`src/rtl/irq_shadow_pkg.sv`:
```
// Shared types for the interrupt shadow register file.
package irq_shadow_pkg;

    // Records which event wrote the current snapshot.
    typedef enum logic [1:0] {
        SNAP_NONE = 2'd0,
        SNAP_LO   = 2'd1,
        SNAP_HI   = 2'd2,
        SNAP_CALL = 2'd3
    } snap_src_e;

endpackage

```
`src/rtl/shadow_slot.sv`:
```
// shadow_slot: one W-bit hidden holding register.
// It loads d on any edge where load is high and keeps its value otherwise.
// It assumes a synchronous active-low reset, which clears it to zero.
module shadow_slot #(
    parameter int W = 8
) (
    input  logic         clk,
    input  logic         rst_n,
    input  logic         load,
    input  logic [W-1:0] d,
    output logic [W-1:0] q
);

    // Hold register: cleared by reset, written on load.
    always_ff @(posedge clk) begin
        if (!rst_n)
            q <= '0;
        else if (load)
            q <= d;
    end

endmodule

```
`src/rtl/shadow_ctrl.sv`:
```
// shadow_ctrl: turns the strobes into capture and restore commands, and
// tracks which event wrote the snapshot so that a lost low-priority
// snapshot can be flagged.
// It assumes at most one vector per cycle. A capture outranks a fast return.
module shadow_ctrl
    import irq_shadow_pkg::*;
(
    input  logic clk,
    input  logic rst_n,
    input  logic vec_stb,
    input  logic vec_hi,
    input  logic call_stb,
    input  logic call_fast,
    input  logic ret_stb,
    input  logic ret_fast,
    output logic capture,
    output logic restore,
    output logic lo_clobbered
);

    snap_src_e owner_q;
    snap_src_e owner_d;
    logic      clob_d;

    // Arbitration: any vector or fast call captures, and a capture blocks a restore.
    always_comb begin
        capture = vec_stb | (call_stb & call_fast);
        restore = ret_stb & ret_fast & ~capture;
    end

    // Next owner tag and next clobber state.
    always_comb begin
        owner_d = owner_q;
        clob_d  = lo_clobbered;
        if (capture) begin
            if (vec_stb)
                owner_d = vec_hi ? SNAP_HI : SNAP_LO;
            else
                owner_d = SNAP_CALL;
        end else if (restore) begin
            owner_d = SNAP_NONE;
        end
        if (vec_stb && vec_hi && owner_q == SNAP_LO)
            clob_d = 1'b1;
        else if (vec_stb && !vec_hi)
            clob_d = 1'b0;
    end

    // State registers for the owner tag and the sticky flag.
    always_ff @(posedge clk) begin
        if (!rst_n) begin
            owner_q      <= SNAP_NONE;
            lo_clobbered <= 1'b0;
        end else begin
            owner_q      <= owner_d;
            lo_clobbered <= clob_d;
        end
    end

endmodule

```
`src/rtl/irq_shadow_regs.sv`:
```
// irq_shadow_regs: one-deep shadow store for status, accumulator and bank
// select. It captures on an interrupt vector or a fast call, and presents the
// snapshot with restore_en on a fast return.
// It assumes that the core loads the rst_* outputs on the edge where
// restore_en is high. The snapshot has no software access path.
module irq_shadow_regs #(
    parameter int STATUS_W = 5,
    parameter int DATA_W   = 8,
    parameter int BANK_W   = 4
) (
    input  logic                clk,
    input  logic                rst_n,
    input  logic [STATUS_W-1:0] live_status,
    input  logic [DATA_W-1:0]   live_wreg,
    input  logic [BANK_W-1:0]   live_bank,
    input  logic                vec_stb,
    input  logic                vec_hi,
    input  logic                call_stb,
    input  logic                call_fast,
    input  logic                ret_stb,
    input  logic                ret_fast,
    output logic [STATUS_W-1:0] rst_status,
    output logic [DATA_W-1:0]   rst_wreg,
    output logic [BANK_W-1:0]   rst_bank,
    output logic                restore_en,
    output logic                lo_clobbered
);

    localparam int SNAP_W = STATUS_W + DATA_W + BANK_W;

    logic              cap_w;
    logic              rest_w;
    logic [SNAP_W-1:0] live_flat;
    logic [SNAP_W-1:0] snap_flat;

    // Pack the live registers into one snapshot word.
    always_comb live_flat = {live_status, live_wreg, live_bank};

    shadow_ctrl u_ctrl (
        .clk          (clk),
        .rst_n        (rst_n),
        .vec_stb      (vec_stb),
        .vec_hi       (vec_hi),
        .call_stb     (call_stb),
        .call_fast    (call_fast),
        .ret_stb      (ret_stb),
        .ret_fast     (ret_fast),
        .capture      (cap_w),
        .restore      (rest_w),
        .lo_clobbered (lo_clobbered)
    );

    shadow_slot #(.W(SNAP_W)) u_slot (
        .clk   (clk),
        .rst_n (rst_n),
        .load  (cap_w),
        .d     (live_flat),
        .q     (snap_flat)
    );

    // Split the snapshot back into its fields and drive the restore enable.
    always_comb begin
        {rst_status, rst_wreg, rst_bank} = snap_flat;
        restore_en = rest_w;
    end

endmodule

```
`config.mk`:
```
export PLATFORM = sky130hd
export DESIGN_NAME = irq_shadow_regs
export DESIGN_NICKNAME = d
export VERILOG_FILES = /design/src/rtl/irq_shadow_pkg.sv /design/src/rtl/shadow_slot.sv /design/src/rtl/shadow_ctrl.sv /design/src/rtl/irq_shadow_regs.sv
export SDC_FILE = /design/constraint.sdc
export NUM_CORES = 1
export LEC_CHECK = 0
export BUFFER_PORTS_ARGS = -buffer_cell sky130_fd_sc_hd__buf_4
export CORE_ASPECT_RATIO = 0.75
export CORE_UTILIZATION = 46
export DETAILED_ROUTE_END_ITERATION = 10
export GPL_ROUTABILITY_DRIVEN = 0
export HOLD_SLACK_MARGIN = 0.02
export PLACE_DENSITY = 0.8
export SLEW_MARGIN = 20
export SYNTH_ARGS = -nofsm -noshare
export SYNTH_HDL_FRONTEND = slang
export SYNTH_SLANG_ARGS = --single-unit
```
`constraint.sdc`:
```
create_clock -name clk -period 2.5 [get_ports clk]
set_input_delay 0 -clock clk [delete_from_list [all_inputs] [get_ports clk]]
set_output_delay 0 -clock clk [all_outputs]
set_load 0.02 [all_outputs]
```
==> impl_metrics.yaml <==
finish:
  num_antenna_cells: 0
  syn2layout_area_growth_pct: 65.6
  layout.nets: 177
  drive_gt1_frac: 0.347
  fillers: 85
  final_util: 0.867
pwr:
  p_leak_nw: 0.665
  power_density_nw_per_um2: 490
  ir_drop_mv: 0.351
synthesis:
  ys_seq_area_frac: 0.480
  synth_fa_ha_area_frac: 0
  synthSimpleGateAreaFrac: 0.170
  postSynthAreaPerCell_um2: 9.47
  synth_compound_area_frac: 0.0811
  synth-xor-area-share: 0
  yosys-mux-area-fraction: 0.204
  ys_ff_latch: 20
  syn_inst: 88
  synth_area_um2: 833
  synth.distinct_cells: 12
  synth_fp_nets: 113
  yosys_warnings: 0
  synth_top_family_by_area: "multiplexers"
worst_setup_path:
  critPathLaunchType: "primary input"
  required_ns: 2.69
  path_max_fanout: 11
  reg2reg_depth: 3
  arrival_ns: 1.98
  crit_path_end_kind: "flop"
  critPathKind: "primary input to flop"
global_routing:
  grt-ovfl-total: 0
  grt_pass1_vias: 751
  grt_pass1_wl_um: 3300
  antenna_found_initial: 0
  grtUsageTotal: 0.240
  grt_max_degree: 36
clocking:
  cts_resized: 0
  cts_max_path_buffers: 2
  cts_sinks: 20
  h-tree-depth: 1
  post_cts_buffers: 0
  cts_tree: "done"
  clk_transition_reported_paths_ns: 0.10
  cts-root-buf: "clkbuf_4"
  clkLatencyLatePin_ns: 0.30
  cts_made_buffers: 3
  hold_buffers: 21
floorplanning:
  rows: 12
  die_h_um: 38.9
  fp.dieArea_um2: 1990
  dieWidth_um: 51.1
  initial_core_util: 0.524
  core_um2: 1590
  pin_count: 44
hold_path:
  hp-class: "primary input to flop"
  hold_depth: 3
routing:
  routedWlPerCell_um: 11.9
  vias: 797
  vias_per_cell: 4.66
  drc_errors: 0
  drt_iter0_drc: 15
  drtAntennaViolNets: 0
  drt_pass1_iterations: 4
  wl_um: 2040
placed_design:
  hpwl_um: 1170
  io_buffers: 43
timing:
  finalMaxSlewViolations: 0
  clock-skew-final_ns: 0.000181
  tns_ns: 0
  post-route-period-util: 0.715
  relSlewSlack: 0.518
  rsz0062_at_grt: "no"
  fmax_mhz: 559
  hold_viol: 0
  setup_viol: 0
  tightest_slew_ns: 0.724
  period_minus_slack_ns: 1.79
job:
  max_cap_violations: 0
run_status:
  run_status: "completed"
[synth_stat cells]
master | number | share of area
a21bo_2 | 2 | 0.024
a221oi_1 | 1 | 0.011
dfxtp_1 | 20 | 0.48
and3_1 | 1 | 0.0075
nand3b_1 | 1 | 0.0090
buf_2 | 4 | 0.024
nand2_1 | 34 | 0.15
buf_6 | 2 | 0.027
a21oi_2 | 1 | 0.011
inv_1 | 3 | 0.014
mux2i_1 | 17 | 0.20
a221oi_2 | 2 | 0.036
[final cells by class]
cell class,instances,area [um2],share of cell area
repair buffers,65,541,0.392
flip-flops and latches,20,400,0.290
multi-input cells,59,379,0.275
well taps,21,26.3,0.0190
clock buffers,3,22.5,0.0163
inverters,3,11.3,0.00816
[report_power, final]
group / total [mW] / internal, mW / switching (mW)
clock: 0.150 / 0.0562 / 0.0938
combinational: 0.173 / 0.0955 / 0.0779
sequential: 0.353 / 0.341 / 0.0120
[cells by family after synthesis]
family | after synthesis
DFF | 20
buffers and inverters | 9
muxes | 17
and+or+nand+nor | 36
AOI/OAI and AO/OA | 6
[worst paths after layout]
check / from / endpoint / slack [ns]
setup / recovery: vec_stb / u_ctrl.owner_q[1] / 0.71
hold / removal: rst_n / u_slot.q[4] / 0.10
setup reg to reg: u_ctrl.owner_q[1] / u_ctrl.owner_q[1] / 1.04
hold reg to reg: u_slot.q[15] / u_slot.q[15] / 0.46
[state kept, by name, indices dropped and copies added, names as in the netlist]
name	cells
u_ctrl.lo_clobbered	1
u_slot.q	17
u_ctrl.owner_q	2
[metal layers]
layer	up-vias	part of all wire	GRT usage
met5	-	0	0
met4	0	0.0059	0.0625
met3	2	0.061	0.0902
met2	34	0.48	0.434
met1	346	0.46	0.268
li1	415	-	-
[worst max-delay path: stages]
cell,delay (ns)
dlygate4sd3_1,0.54
buf_4,0.16
a21oi_2,0.54
a221oi_2,0.12
dlygate4sd3_1,0.61
[cells in the final DEF (no fill, tap or decap), drive strengths merged]
cell type    instances
buf                 44
nand2               34
dlygate4sd3         21
dfxtp               20
mux2i               17
inv                  3
clkbuf               3
a221oi               3
a21bo                2
a21oi                1
and3                 1
nand3b               1
[metrics by stage]
step / setup slack, ns / hold slack, ns / power [mW] / instance area (um2) / std cells
global placement: 1.21 / 0.201 / 0.501 / 1150 / 147
global route: 0.689 / 0.117 / 0.709 / 1380 / 171
detailed placement: 1.20 / 0.204 / 0.504 / 1150 / 147
floorplan: 1.70 / 0.0881 / 0.438 / 833 / 88
CTS: 0.794 / 0.0948 / 0.676 / 1380 / 171
finish: 0.712 / 0.103 / 0.676 / 1380 / 171
Note: power is estimated with default switching activity, not from simulation.
